[config.mk]
export PLATFORM = sky130hd
export DESIGN_NAME = vdma_engine
export DESIGN_NICKNAME = d
export VERILOG_FILES = /design/src/rtl/vdma_pkg.sv /design/src/rtl/vdma_regs.sv /design/src/rtl/vdma_dest.sv /design/src/rtl/vdma_ctrl.sv /design/src/rtl/vdma_engine.sv
export SDC_FILE = /design/constraint.sdc
export NUM_CORES = 1
export LEC_CHECK = 0
export ABC_AREA = 1
export CAP_MARGIN = 20
export CORE_ASPECT_RATIO = 1.5
export CORE_MARGIN = 4
export CORE_UTILIZATION = 30
export CTS_CLUSTER_DIAMETER = 150
export CTS_CLUSTER_SIZE = 25
export DETAILED_ROUTE_END_ITERATION = 16
export SLEW_MARGIN = 20
export SYNTH_ARGS = -nofsm -noshare
export SYNTH_HDL_FRONTEND = slang
export SYNTH_HIERARCHICAL = 1
export SYNTH_SLANG_ARGS = --single-unit
[constraint.sdc]
create_clock -name clk -period 1.8 [get_ports clk]
set_input_delay 0.45 -clock clk [delete_from_list [all_inputs] [get_ports clk]]
set_output_delay 0.45 -clock clk [all_outputs]
set_load 0.01 [all_outputs]
[src/rtl/vdma_pkg.sv]
package vdma_pkg;

    localparam int DATA_W    = 16;
    localparam int REG_IDX_W = 5;

    localparam logic [REG_IDX_W-1:0] RIDX_CTRL    = 5'h01;
    localparam logic [REG_IDX_W-1:0] RIDX_STEP    = 5'h0F;
    localparam logic [REG_IDX_W-1:0] RIDX_LEN_LO  = 5'h13;
    localparam logic [REG_IDX_W-1:0] RIDX_LEN_HI  = 5'h14;
    localparam logic [REG_IDX_W-1:0] RIDX_SRC_LO  = 5'h15;
    localparam logic [REG_IDX_W-1:0] RIDX_SRC_MID = 5'h16;
    localparam logic [REG_IDX_W-1:0] RIDX_SRC_TOP = 5'h17;

    localparam int EN_BIT = 4;

    typedef enum logic [2:0] {
        ST_IDLE,
        ST_COPY,
        ST_FILL_WAIT,
        ST_FILL_HEAD,
        ST_FILL_TAIL
    } eng_state_t;

    typedef enum logic [1:0] {
        KIND_COPY,
        KIND_FILL,
        KIND_NONE
    } xfer_kind_t;

    typedef struct packed {
        logic              we;
        logic [1:0]        be;
        logic [DATA_W-1:0] data;
    } wr_beat_t;

    function automatic xfer_kind_t decode_kind(input logic [1:0] top2);
        if (!top2[1])
            return KIND_COPY;
        else if (!top2[0])
            return KIND_FILL;
        else
            return KIND_NONE;
    endfunction

    // byte enable for a single-byte write; bit 1 selects the even byte
    function automatic logic [1:0] lane_for(input logic odd_target);
        return odd_target ? 2'b01 : 2'b10;
    endfunction

endpackage

[src/rtl/vdma_regs.sv]
module vdma_regs
    import vdma_pkg::*;
#(
    parameter int LEN_W    = 16,
    parameter int SRC_LO_W = 16,
    parameter int SRC_HI_W = 7,
    parameter int INC_W    = 8
) (
    input  logic                         clk,
    input  logic                         rst,
    input  logic                         wr_en,
    input  logic [REG_IDX_W-1:0]         wr_idx,
    input  logic [7:0]                   wr_data,
    input  logic                         step,
    output logic                         dma_en,
    output logic [INC_W-1:0]             inc,
    output logic                         len_last,
    output logic [SRC_LO_W+SRC_HI_W-1:0] src_addr,
    output xfer_kind_t                   kind
);
    logic [LEN_W-1:0]    len_q;
    logic [SRC_LO_W-1:0] src_lo_q;
    logic [SRC_HI_W-1:0] src_hi_q;
    logic [1:0]          kind_q;
    logic [INC_W-1:0]    inc_q;
    logic                en_q;

    always_ff @(posedge clk) begin
        if (rst) begin
            len_q    <= '0;
            src_lo_q <= '0;
            src_hi_q <= '0;
            kind_q   <= '0;
            inc_q    <= '0;
            en_q     <= 1'b0;
        end else if (step) begin
            len_q    <= len_q - LEN_W'(1);
            src_lo_q <= src_lo_q + SRC_LO_W'(1);
        end else if (wr_en) begin
            case (wr_idx)
                RIDX_CTRL:    en_q <= wr_data[EN_BIT];
                RIDX_STEP:    inc_q <= wr_data[INC_W-1:0];
                RIDX_LEN_LO:  len_q[7:0] <= wr_data;
                RIDX_LEN_HI:  len_q[LEN_W-1:8] <= wr_data[LEN_W-9:0];
                RIDX_SRC_LO:  src_lo_q[7:0] <= wr_data;
                RIDX_SRC_MID: src_lo_q[SRC_LO_W-1:8] <= wr_data[SRC_LO_W-9:0];
                RIDX_SRC_TOP: begin
                    src_hi_q <= wr_data[SRC_HI_W-1:0];
                    kind_q   <= wr_data[7:6];
                end
                default: ;
            endcase
        end
    end

    assign dma_en   = en_q;
    assign inc      = inc_q;
    assign len_last = (len_q == LEN_W'(1));
    assign src_addr = {src_hi_q, src_lo_q};
    assign kind     = decode_kind(kind_q);

    AST_SRC_TOP_HELD: assert property (@(posedge clk) disable iff (rst)
        step |=> $stable(src_hi_q)) else $error("source top field moved");

    AST_STEP_NO_WRITE: assert property (@(posedge clk) disable iff (rst)
        (step && wr_en) |-> 1'b0) else $error("step during register write");

endmodule

[src/rtl/vdma_dest.sv]
module vdma_dest #(
    parameter int AW    = 16,
    parameter int INC_W = 8
) (
    input  logic             clk,
    input  logic             rst,
    input  logic             load,
    input  logic [AW-1:0]    load_addr,
    input  logic             adv,
    input  logic [INC_W-1:0] inc,
    output logic [AW-1:0]    dest
);
    logic [AW-1:0] dest_q;

    always_ff @(posedge clk) begin
        if (rst)
            dest_q <= '0;
        else if (load)
            dest_q <= load_addr;
        else if (adv)
            dest_q <= dest_q + AW'(inc);
    end

    assign dest = dest_q;

    AST_DEST_HOLD: assert property (@(posedge clk) disable iff (rst)
        (!load && !adv) |=> $stable(dest_q)) else $error("destination drifted");

endmodule

[src/rtl/vdma_ctrl.sv]
module vdma_ctrl
    import vdma_pkg::*;
#(
    parameter int AW = 16
) (
    input  logic              clk,
    input  logic              rst,
    input  logic              cmd_valid,
    input  logic              cmd_dma,
    input  logic              dma_en,
    input  xfer_kind_t        kind,
    input  logic              data_we,
    input  logic [DATA_W-1:0] data_wdata,
    input  logic              hb_ready,
    input  logic [DATA_W-1:0] hb_rdata,
    input  logic              mem_ready,
    input  logic              len_last,
    input  logic [AW-1:0]     dest,
    output logic              busy,
    output logic              hb_req,
    output wr_beat_t          beat,
    output logic [AW-1:0]     wr_addr,
    output logic              dest_load,
    output logic              dest_adv,
    output logic              step
);
    eng_state_t        st_q;
    logic              pend_v_q;
    logic [DATA_W-1:0] pend_q;
    logic [DATA_W-1:0] fill_q;
    logic              idle;
    logic              arm;
    logic              wr_fire;
    logic [7:0]        fill_hi;

    assign idle    = (st_q == ST_IDLE);
    assign fill_hi = fill_q[DATA_W-1:DATA_W-8];

    always_comb begin
        hb_req    = 1'b0;
        beat.we   = 1'b0;
        beat.be   = 2'b11;
        beat.data = '0;
        wr_addr   = {dest[AW-1:1], 1'b0};
        case (st_q)
            ST_IDLE: begin
                if (pend_v_q && mem_ready) begin
                    beat.we   = 1'b1;
                    beat.data = pend_q;
                end
            end
            ST_COPY: begin
                hb_req = mem_ready;
                if (mem_ready && hb_ready) begin
                    beat.we   = 1'b1;
                    beat.data = hb_rdata;
                end
            end
            ST_FILL_HEAD: begin
                if (mem_ready) begin
                    beat.we   = 1'b1;
                    beat.data = fill_q;
                end
            end
            ST_FILL_TAIL: begin
                if (mem_ready) begin
                    beat.we   = 1'b1;
                    beat.be   = lane_for(~dest[0]);
                    beat.data = {fill_hi, fill_hi};
                    wr_addr   = {dest[AW-1:1], ~dest[0]};
                end
            end
            default: ;
        endcase
    end

    assign wr_fire   = beat.we;
    assign step      = wr_fire && !idle;
    assign dest_adv  = wr_fire;
    assign dest_load = idle && cmd_valid;
    assign arm       = dest_load && cmd_dma && dma_en && (kind != KIND_NONE);
    assign busy      = !idle;

    always_ff @(posedge clk) begin
        if (rst) begin
            st_q <= ST_IDLE;
        end else begin
            case (st_q)
                ST_IDLE:
                    if (arm)
                        st_q <= (kind == KIND_FILL) ? ST_FILL_WAIT : ST_COPY;
                ST_COPY:
                    if (step && len_last)
                        st_q <= ST_IDLE;
                ST_FILL_WAIT:
                    if (data_we)
                        st_q <= ST_FILL_HEAD;
                ST_FILL_HEAD, ST_FILL_TAIL:
                    if (step)
                        st_q <= len_last ? ST_IDLE : ST_FILL_TAIL;
                default:
                    st_q <= ST_IDLE;
            endcase
        end
    end

    always_ff @(posedge clk) begin
        if (rst) begin
            pend_v_q <= 1'b0;
            pend_q   <= '0;
            fill_q   <= '0;
        end else begin
            if (st_q == ST_FILL_WAIT) begin
                if (data_we)
                    fill_q <= data_wdata;
            end else if (data_we) begin
                pend_q   <= data_wdata;
                pend_v_q <= 1'b1;
            end else if (idle && wr_fire) begin
                pend_v_q <= 1'b0;
            end
        end
    end

    AST_WR_NEEDS_READY: assert property (@(posedge clk) disable iff (rst)
        wr_fire |-> mem_ready) else $error("write without ready");

    AST_OFF_NO_ARM: assert property (@(posedge clk) disable iff (rst)
        (idle && cmd_valid && cmd_dma && !dma_en) |=> (st_q == ST_IDLE)) else $error("disabled engine armed");

    AST_BUSY_DROP: assert property (@(posedge clk) disable iff (rst)
        $fell(busy) |-> $past(wr_fire)) else $error("busy fell without final write");

    AST_WAIT_HOLDS: assert property (@(posedge clk) disable iff (rst)
        (st_q == ST_FILL_WAIT && !data_we) |=> (st_q == ST_FILL_WAIT)) else $error("fill wait left early");

endmodule

[src/rtl/vdma_engine.sv]
module vdma_engine
    import vdma_pkg::*;
#(
    parameter int AW       = 16,
    parameter int LEN_W    = 16,
    parameter int SRC_LO_W = 16,
    parameter int SRC_HI_W = 7,
    parameter int INC_W    = 8,
    localparam int SRC_W   = SRC_LO_W + SRC_HI_W
) (
    input  logic                 clk,
    input  logic                 rst,
    input  logic                 reg_we,
    input  logic [REG_IDX_W-1:0] reg_idx,
    input  logic [7:0]           reg_wdata,
    input  logic                 cmd_valid,
    input  logic [AW-1:0]        cmd_addr,
    input  logic                 cmd_dma,
    input  logic                 data_we,
    input  logic [DATA_W-1:0]    data_wdata,
    output logic                 busy,
    output logic                 hb_req,
    output logic [SRC_W-1:0]     hb_addr,
    input  logic                 hb_ready,
    input  logic [DATA_W-1:0]    hb_rdata,
    output logic                 mem_we,
    output logic [AW-1:0]        mem_addr,
    output logic [1:0]           mem_be,
    output logic [DATA_W-1:0]    mem_wdata,
    input  logic                 mem_ready
);
    logic             dma_en;
    logic [INC_W-1:0] inc;
    logic             len_last;
    xfer_kind_t       kind;
    logic [AW-1:0]    dest;
    logic             dest_load;
    logic             dest_adv;
    logic             step;
    wr_beat_t         beat;
    logic [AW-1:0]    wr_addr;

    vdma_regs #(
        .LEN_W(LEN_W), .SRC_LO_W(SRC_LO_W), .SRC_HI_W(SRC_HI_W), .INC_W(INC_W)
    ) regs_i (
        .clk(clk), .rst(rst),
        .wr_en(reg_we && !busy), .wr_idx(reg_idx), .wr_data(reg_wdata),
        .step(step), .dma_en(dma_en), .inc(inc), .len_last(len_last),
        .src_addr(hb_addr), .kind(kind)
    );

    vdma_dest #(.AW(AW), .INC_W(INC_W)) dest_i (
        .clk(clk), .rst(rst),
        .load(dest_load), .load_addr(cmd_addr),
        .adv(dest_adv), .inc(inc), .dest(dest)
    );

    vdma_ctrl #(.AW(AW)) ctrl_i (
        .clk(clk), .rst(rst),
        .cmd_valid(cmd_valid), .cmd_dma(cmd_dma), .dma_en(dma_en), .kind(kind),
        .data_we(data_we), .data_wdata(data_wdata),
        .hb_ready(hb_ready), .hb_rdata(hb_rdata), .mem_ready(mem_ready),
        .len_last(len_last), .dest(dest),
        .busy(busy), .hb_req(hb_req), .beat(beat), .wr_addr(wr_addr),
        .dest_load(dest_load), .dest_adv(dest_adv), .step(step)
    );

    assign mem_we    = beat.we;
    assign mem_be    = beat.be;
    assign mem_wdata = beat.data;
    assign mem_addr  = wr_addr;

    AST_FILL_ONE_LANE: assert property (@(posedge clk) disable iff (rst)
        (mem_we && mem_be != 2'b11) |-> ($onehot(mem_be) && mem_wdata[15:8] == mem_wdata[7:0])) else $error("bad fill lane");

    AST_REQ_ONLY_BUSY: assert property (@(posedge clk) disable iff (rst)
        hb_req |-> busy) else $error("host request while idle");

endmodule

==> flow_summary.toml, run 1 <==
[status]
status = "finished with violations"
violations = "setup timing"

[finish]
nNetsFinal = 1201
fillers = 2123
n_antenna_cell = 0
syn2layout_area_growth_pct = 55.97
drive_gt1_share_pct = 33.96
final_cell_area_mm2 = 0.009791

[setup_path]
max_stage_delay_ps = 410
worstPathCellList = "inv_4, nor2_4, nand3_4, inv_4, buf_6, a22oi_2, o221ai_2, buf_2"
crit_family = "buffers and inverters"
cp_data_arrival_time_ps = 1530
worstPathRequired_ps = 1350
crit_buf_inv = 4
reg2reg_slack_ps = -170
start_kind = "flop"
worst_r2r_path_depth = 12
crit_fanout = 5
cp_slowest_cell = "dfxtp_4"
timing.rr.start = "ctrl_i/st_q[0]"
reg2reg_to = "regs_i/src_lo_q[5]"
criticalPathCategory = "reg2out"
cpMostUsedCell = "inv_4"
cp-end-kind = "output pin"

[die]
rows = 64
coreArea_mm2 = 0.02050
die_y_um = 185.2
initial_core_util_pct = 30.62
io_pins = 129
die_w_um = 126.1
dieArea_mm2 = 0.02335

[yosys]
synthTopCellsByArea = "dfxtp_1, nand2_1, nor2_1"
synth_top_cell_by_area = "dfxtp_1"
ys_async_sr_fraction_pct = 0
ys_ff_latch = 101
avgSynthCellArea_um2 = 6.868
synth_top_area_share_pct = 32.21
yosysSeqAreaShare_pct = 32.21
synth_cell_type_count = 53
synthesis.nets = 995
ys_warn_count = 6
synthCells = 914
synthFlopType = "dfxtp_1"
synth_edf_count = 0
synth_area_mm2 = 0.006277

[drt]
route.detailed.drc = 0
first_iter_violations = 334
avgViaCountPerCell = 4.958
dr.pass1.iters = 5
num_vias = 6886
final_antenna_net_count = 0
wire_per_inst_um = 15.32
routed_wl_um = 21280

[clock_tree]
cts_made_buffers = 9
cts_hold_buf = 0
cts_buffer_depth = 2
clock-sinks = 101
htreeDepth = 3
clk_pin_slew_worst_paths_ps = 70
cts_tree = "yes"
root_buffer = "clkbuf_16"
insertion_delay_ps = 350

[global_route]
grt_max_degree = 34
grt_overflow = 0
grt_pass1_wl_um = 33560
track_usage_pct = 17.70
antenna_found_initial = 0
grt_pass1_vias = 6707

[placement]
post-dp-hpwl_um = 15540
place.port_buffers = 128
placed_area_mm2 = 0.008325
place_ws_ps = -987.3
place_congestion = 0.9015

[sta]
min_period_over_period_pct = 109.8
whs_ps = 356.2
maxSlewViolCount = 0
setup_viol = 73
rsz0062_at_grt = "yes"
setup_ws_ps = -176.0
slew_headroom_pct = 42.95
finalClockSkew_ps = 9.109
fmax_mhz = 506.1
worst_slew_pin_slew_ps = 854.8
period_needed_ps = 1976
hold_viol_final = 0

[power_and_ir_drop]
peakVddDrop_mv = 0.6032
power_density_mw_per_mm2 = 881.1
power.static_leakage_nw = 4.070

[min_path]
holdCritPathClass = "in2reg"
holdPathStages = 2
holdPathEnd = "ctrl_i/fill_q[1]"
worstHoldStart = "rst"

[run]
maxCapViolations = 0
==> Yosys cell counts, types with 6 or more instances <==
| cell type | instances |
|---|---|
| nor2_4 | 8 |
| inv_1 | 103 |
| nor2_2 | 11 |
| dfxtp_1 | 101 |
| o22ai_1 | 11 |
| nand2_1 | 167 |
| nand3_1 | 59 |
| ha_1 | 11 |
| a31oi_1 | 10 |
| buf_4 | 18 |
| inv_2 | 12 |
| a21oi_1 | 61 |
| buf_2 | 9 |
| o221ai_1 | 7 |
| a22oi_1 | 27 |
| nand4_1 | 10 |
| o21ai_0 | 77 |
| clkbuf_1 | 11 |
| nand2_2 | 12 |
| buf_6 | 6 |
| nand2_4 | 9 |
| nor2_1 | 113 |
==> metrics by stage <==
| step | total power, mW | util, % | std cells | TNS, ps |
|---|---|---|---|---|
| finish | 8.626 | 47.76 | 1389 | -8141 |
| global route | 9.150 | 47.76 | 1389 | -15530 |
| CTS | 8.409 | 45.67 | 1381 | -7676 |
| detailed placement | 5.847 | 40.61 | 1340 | -72440 |
| global placement | 5.828 | 40.61 | 1340 | -70710 |
| floorplan | 4.643 | - | 914 | -964.1 |
==> how the worst max path moves through the flow <==
stage	cells past startpoint	to	from	slack, ps
floorplan	15	regs_i/src_hi_q[4]	mem_ready	-70
global placement	6	mem_wdata[0]	mem_ready	-960
detailed placement	6	mem_wdata[4]	mem_ready	-990
CTS	8	mem_wdata[7]	ctrl_i/st_q[0]	-180
global route	14	regs_i/src_hi_q[4]	ctrl_i/st_q[0]	-260
finish	8	mem_wdata[2]	ctrl_i/st_q[0]	-180
==> cells in the final DEF, fill, tap and decap left out, types with 5 or more instances in the layout <==
master	instances
nand3_2	15
nand4_1	10
nor2_1	104
dfxtp_1	87
dlymetal6s2s_1	6
ha_1	11
a21oi_2	17
nand2_1	142
buf_6	35
o21ai_1	20
nor2_4	18
xor2_1	5
nand2_4	19
nand3b_1	5
o21ai_0	45
buf_2	20
clkdlybuf4s50_1	92
o221ai_2	7
a22oi_2	19
clkbuf_16	9
nor3_2	6
inv_4	8
nand2_2	21
a31oi_1	10
a22oi_1	8
buf_4	63
a21oi_1	47
o21ai_2	17
inv_2	15
inv_1	90
dlygate4sd2_1	5
nand3_1	45
buf_12	11
nand3_4	8
dfxtp_2	11
o22ai_2	10
nor2_2	10
nand2_8	8
==> flip-flops by register name, indices dropped and copies added (netlist names) <==
| name | count |
|---|---|
| regs_i/dma_en | 1 |
| regs_i/src_lo_q | 16 |
| regs_i/src_hi_q | 6 |
| regs_i/inc | 8 |
| ctrl_i/fill_q | 16 |
| ctrl_i/pend_v_q | 1 |
| dest_i/dest | 16 |
| regs_i/kind_q | 2 |
| regs_i/len_q | 16 |
| ctrl_i/st_q | 3 |
| ctrl_i/pend_q | 16 |
==> logic make-up after synthesis <==
kind of cell    count (synthesis)  share of synthesized area (%)
buf+inv                       166                          12.14
fa+ha+maj                      12                          2.511
compound gates                211                          19.97
simple gates                  418                          32.33
xor+xnor                        6                         0.8371
flops                         101                          32.21
==> layer usage <==
metal,routed length [um],GRT usage [%]
met3,943,2.654
met5,0,0
met2,11330,33.15
met4,780,7.729
met1,8224,19.71
==> layout make-up <==
cell class                      count  area (um2)  area share [%]
Inverter                          120       528.0           5.393
Clock inverter                      6       72.57          0.7412
Clock buffer                       10       229.0           2.339
Sequential cell                   101        2047           20.91
Tap cell                          264       330.3           3.374
Timing Repair Buffer              237        2310           23.59
Timing Repair inverter              2       17.52          0.1789
Multi-Input combinational cell    649        4257           43.48
==> what timing repair did <==
action                                  4_1_cts  5_1_grt
setup buffers                                17       11
pin swaps                                    27       56
gates resized for setup                     275      100
cloned                                        8        0
hold endpoints to repair                      0        0
endpoints found under the setup margin      103      100
==> report_power, final <==
part / internal, mW / switching [mW] / total, mW
clock: 1.09 / 0.923 / 2.02
sequential: 2.47 / 0.263 / 2.73
combinational: 1.84 / 2.04 / 3.88
Note: power is estimated with default switching activity, not from simulation.
==> run 2: changes to the inputs <==
--- a/config.mk
+++ b/config.mk
@@ -10,3 +10,3 @@
 export CORE_ASPECT_RATIO = 1.5
-export CORE_MARGIN = 4
+export CORE_MARGIN = 10
 export CORE_UTILIZATION = 30
==> constraint.sdc (replaced) <==
create_clock -name clk -period 1.8 [get_ports clk]
set_input_delay 0.54 -clock clk [delete_from_list [all_inputs] [get_ports clk]]
set_output_delay 0.54 -clock clk [all_outputs]
set_load 0.01 [all_outputs]
==> run 2 against run 1 <==
The run still ends with setup timing left. Register-to-register slack got worse by 90 ps. Flip-flop and latch count unchanged. Die area increased by 17%. Via count about the same. Maximum frequency decreased by 6.3%. Sequential power about the same. Clock skew decreased by 2.5 ps. Non-clock buffer count increased by 9. Routed wire length increased by 3.9%.
==> flow_summary.toml, run 2 (synthesis results as in run 1) <==
[finish]
layout_commonest_cell = "nand2_1"
drive_gt1_share_pct = 34.57
nNetsFinal = 1210
final_cell_mix = "nand2_1, nor2_1, dfxtp_1"
syn2layout_area_growth_pct = 58.72
fillers = 2016
fin_cells = 1399

[drt]
dr.pass1.iters = 4
avgViaCountPerCell = 4.923
routed_wl_um = 22120
num_vias = 6887
route.detailed.drc = 0
final_antenna_net_count = 0
first_iter_violations = 405
wire_per_inst_um = 15.81

[setup_path]
timing.rr.start = "ctrl_i/st_q[0]"
crit_path_start = "hb_ready"
cp_data_arrival_time_ps = 1570
crit_fanout = 8
reg2reg_to = "regs_i/inc[0]"
worst_r2r_path_depth = 14
reg2reg_slack_ps = -260
criticalPathCategory = "in2out"
worstPathRequired_ps = 1260
cp-end-kind = "output pin"
start_kind = "input pin"

[sta]
maxSlewViolCount = 0
rsz0062_at_grt = "yes"
fmax_mhz = 474.4
min_period_over_period_pct = 117.1
setup_viol = 72
hold_viol_final = 0
slew_headroom_pct = 38.67
period_needed_ps = 2108
finalClockSkew_ps = 6.633
setup_ws_ps = -307.8
worst_slew_pin_slew_ps = 918.9

[placement]
place_congestion = 0.9102
place.port_buffers = 128
dp.cells = 1345
post-dp-hpwl_um = 16240
place_ws_ps = -1120

[min_path]
holdPathStages = 2
worstHoldStart = "rst"
holdCritPathClass = "in2reg"
holdPathEnd = "ctrl_i/st_q[1]"

[die]
rows = 64
io_pins = 129
initial_core_util_pct = 30.62
die_y_um = 197.2
die_w_um = 138.1
coreArea_mm2 = 0.02050
dieArea_mm2 = 0.02723

[power_and_ir_drop]
peakVddDrop_mv = 0.4314
power_density_mw_per_mm2 = 883.5
finalPower_mw = 8.803
power.static_leakage_nw = 4.264

[clock_tree]
cts_made_buffers = 9
cts_buffer_depth = 2
insertion_delay_ps = 350
root_buffer = "clkbuf_16"
cts_tree = "yes"
clk_pin_slew_worst_paths_ps = 70
clock-sinks = 101
htreeDepth = 3

[status]
violations = "setup timing"
status = "finished with violations"

[global_route]
grt_pass1_wl_um = 35540
track_usage_pct = 15.70
grt_max_degree = 32
grt_overflow = 0
antenna_found_initial = 1
grt_pass1_vias = 6862

[run]
maxCapViolations = 0
run 2: cell count changes in the layout (fill, tap and decap cells not counted), moves of 6 or more:
cell / previous run / this run
a21oi_1: 47 / 41
a21oi_2: 17 / 23
buf_12: 11 / 17
clkdlybuf4s50_1: 92 / 66
dfxtp_1: 87 / 94
dfxtp_2: 11 / 5
dlygate4sd2_1: 5 / 33
run 2: layout make-up:
type	instances	area [um2]	share of cell area [%]
Clock inverter	7	81.33	0.8163
Tap cell	264	330.3	3.315
Inverter	120	508.0	5.099
Sequential cell	101	2036	20.43
Timing Repair inverter	2	27.53	0.2763
Multi-Input combinational cell	649	4318	43.34
Antenna cell	1	2.502	0.02512
Clock buffer	9	225.2	2.260
Timing Repair Buffer	246	2435	24.44
run 2: how the worst max path moves through the flow:
stage	end	slack, ps	cells past startpoint
2_1_floorplan	regs_i/src_hi_q[4]	-160	15
3_3_place_gp	mem_wdata[2]	-1100	7
3_5_place_dp	mem_wdata[2]	-1120	7
4_1_cts	mem_wdata[7]	-330	6
5_1_grt	regs_i/inc[0]	-370	14
6_report	mem_wdata[2]	-310	9
run 2: metal layers:
metal	wire length [um]	up-vias	track usage (%)
met5	0	-	0
met4	590	0	6.108
met3	923	29	2.791
met2	11870	162	29.66
met1	8735	3238	16.84
li1	-	3458	-
run 2: what timing repair did:
item                                    4_1_cts  5_1_grt
setup buffers                                21       19
endpoints found under the setup margin      123       94
hold buffers                                  0        0
gates cloned                                  6        0
gates resized for setup                     301      105
pin swaps                                    52       39
run 2: metrics by stage:
stage	instance area (um2)	TNS, ps	hold WS [ps]	util [%]
floorplan	6360	-5479	429.1	-
global placement	8382	-74030	455.3	40.89
detailed placement	8382	-76160	462.1	40.89
CTS	9419	-17320	456.4	45.95
global route	9963	-21960	471.3	48.60
finish	9963	-14310	445.9	48.60
run 2: report_power, final:
| part | total (mW) | internal [mW] | switching [mW] | leakage [nW] |
|---|---|---|---|---|
| registers | 2.70 | 2.46 | 0.239 | 0.826 |
| clock network | 2.05 | 1.10 | 0.951 | 0.147 |
| logic | 4.05 | 1.91 | 2.13 | 3.29 |
| total | 8.80 | 5.48 | 3.33 | 4.26 |
run 2: critical path, stage by stage:
cell and delay [ps]:
clkdlybuf4s15_1 210, nand2_4 80, inv_2 40, nand3_4 80, inv_6 50, buf_12 140, a22oi_2 140, o221ai_2 120
buf_2 160
==> run 3: changes to the inputs <==
- CORE_ASPECT_RATIO: 1.5 -> default
- PLACE_DENSITY_LB_ADDON: default -> 0.05
- SYNTH_HIERARCHICAL: 1 -> default
==> run 3 against run 2 <==
The run still ends with setup timing left. Critical path depth is 2 lower. Sequential power hardly changed. Power is 3.7% higher. Flip-flop and latch count stayed put. Clock power hardly changed. Global-route usage is 0.42 points higher. Routed wire length is 1.1% lower. Combinational power is 8.9% higher. Synthesized area is 3.5% lower. Synthesized cell count is 0.55% lower. Clock skew hardly changed. Setup slack worse by 85 ps.
==> flow_summary.toml, run 3 <==
[status]
status = "finished with violations"
violations = "setup timing"

[clock_tree]
cts_buffer_depth = 2
clock-sinks = 101
insertion_delay_ps = 360
cts_hold_buf = 0
clk_pin_slew_worst_paths_ps = 70
cts_made_buffers = 9
htreeDepth = 3
root_buffer = "clkbuf_16"
cts_tree = "yes"

[yosys]
synth_most_common_cell = "nand2_1"
ys_ff_latch = 101
synthTopCellsByArea = "dfxtp_1, nand2_1, inv_1"
synth_cell_type_count = 43
yosysSeqAreaShare_pct = 33.39
ys_async_sr_fraction_pct = 0
synth_area_mm2 = 0.006056
synthCells = 909
synthTopCellsByCount = "nand2_1, inv_1, dfxtp_1, nor2_1, o21ai_0"
synth_top_cell_by_area = "dfxtp_1"
synth_top_area_share_pct = 33.39
synthFlopType = "dfxtp_1"
synthesis.nets = 990
ys_warn_count = 0
avgSynthCellArea_um2 = 6.662
synth_edf_count = 0

[run]
maxCapViolations = 0

[placement]
post-dp-hpwl_um = 15640
dp.cells = 1337
place_ws_ps = -1048
place.port_buffers = 128
place_congestion = 0.8090

[power_and_ir_drop]
p_comb_share_pct = 48.3
power.static_leakage_nw = 4.442
peakVddDrop_mv = 0.6485
switching_share_pct = 38.73
p_clk_share_pct = 22.2
power_density_mw_per_mm2 = 953.6
finalPower_mw = 9.127
pwr-share-seq_pct = 29.5
p_int_mw = 5.592
switchingPower_mw = 3.535

[sta]
setup_viol = 63
slew_headroom_pct = 65.68
setup_ws_ps = -393.3
min_period_over_period_pct = 121.8
period_needed_ps = 2193
whs_ps = 473.5
finalClockSkew_ps = 6.947
maxSlewViolCount = 0
worst_slew_pin_slew_ps = 509.4
fmax_mhz = 455.9
hold_viol_final = 0
rsz0062_at_grt = "yes"

[die]
dieArea_mm2 = 0.02627
die_y_um = 162.1
io_pins = 129
die_w_um = 162.1
initial_core_util_pct = 30.81
coreArea_mm2 = 0.01965
rows = 51

[finish]
layout_commonest_cell = "nand2_1"
fillers = 2030
syn2layout_area_growth_pct = 58.04
nNetsFinal = 1202
multi_input_area_mm2 = 0.003891
fin_cells = 1392
regArea_mm2 = 0.002044
final_cell_mix = "nand2_1, inv_1, nor2_1"
drive_gt1_share_pct = 27.98

[min_path]
holdCritPathClass = "reg2reg"

[setup_path]
worstPathRequired_ps = 1260
crit_fanout = 4
cp-end-kind = "output pin"
criticalPathCategory = "reg2out"
cp_data_arrival_time_ps = 1650
start_kind = "flop"
reg2reg_slack_ps = -200

[drt]
num_vias = 6526
dr.pass1.iters = 4
wire_per_inst_um = 15.71
first_iter_violations = 247
avgViaCountPerCell = 4.688
final_antenna_net_count = 0
routed_wl_um = 21870
route.detailed.drc = 0

[global_route]
antenna_found_initial = 1
grt_pass1_vias = 6383
track_usage_pct = 16.12
grt_max_degree = 32
grt_pass1_wl_um = 34250
grt_overflow = 0
[run 3: power groups by stage]
stage,clock network [mW],logic (mW),registers (mW)
6_report,2.03,4.41,2.69
3_3_place_gp,0,3.63,2.70
5_1_grt,2.16,4.87,2.73
3_5_place_dp,0,3.62,2.70
2_1_floorplan,0,2.22,2.70
4_1_cts,2.08,3.98,2.67
[run 3: what timing repair did]
item,4_1_cts,5_1_grt
setup endpoints to repair,112,96
pin swaps,38,56
gates cloned,7,3
setup buffers,15,18
gates resized for setup,240,136
[run 3: cell type report]
| type | count | share of cell area [%] |
|---|---|---|
| multi-input cells | 635 | 40.66 |
| repair buffers | 250 | 26.12 |
| flip-flops and latches | 101 | 21.36 |
| inverters | 123 | 5.190 |
| well taps | 265 | 3.465 |
| clock buffers | 12 | 2.785 |
| clock inverters | 4 | 0.3268 |
| repair inverters | 1 | 0.06537 |
| diodes | 1 | 0.02615 |
[run 3: layer usage]
layer / global-route usage (%) / vias up / part of all wire (%)
li1: - / 3391 / -
met4: 3.474 / 0 / 1.0
met3: 4.525 / 17 / 5.4
met5: 0 / - / 0
met1: 21.77 / 3002 / 48
met2: 24.95 / 116 / 45
[run 3: path summary, 6_finish.rpt]
path,cells past startpoint,start,end
hold reg to reg,2,ctrl_i.fill_q[2],ctrl_i.fill_q[2]
setup reg to reg,12,ctrl_i.st_q[1],regs_i.src_hi_q[2]
hold / removal,2,ctrl_i.fill_q[2],ctrl_i.fill_q[2]
setup / recovery,7,ctrl_i.st_q[1],mem_wdata[1]
[run 3: metrics by stage]
step	util (%)	cell area, um2	setup TNS, ps
6_report	48.69	9570	-11310
5_1_grt	48.68	9568	-18670
4_1_cts	45.84	9009	-9236
3_5_place_dp	41.76	8207	-57740
3_3_place_gp	41.76	8207	-56910
2_1_floorplan	-	6158	-4.898
[run 3: worst max-delay path: stages, from the launching register on]
cell	delay [ps]
dfxtp_4	370
nor2_4	170
nand2_4	80
nor2_4	190
buf_6	160
a22oi_2	70
o221ai_1	70
buf_2	170
[run 3: cell families after synthesis]
family	share of synthesized area [%]
AO/OA/AOI/OAI	18.45
XOR/XNOR	3.037
adder cells (fa/ha/maj)	2.603
buffers and inverters	12.81
flip-flops	33.39
AND/OR/NAND/NOR	29.71
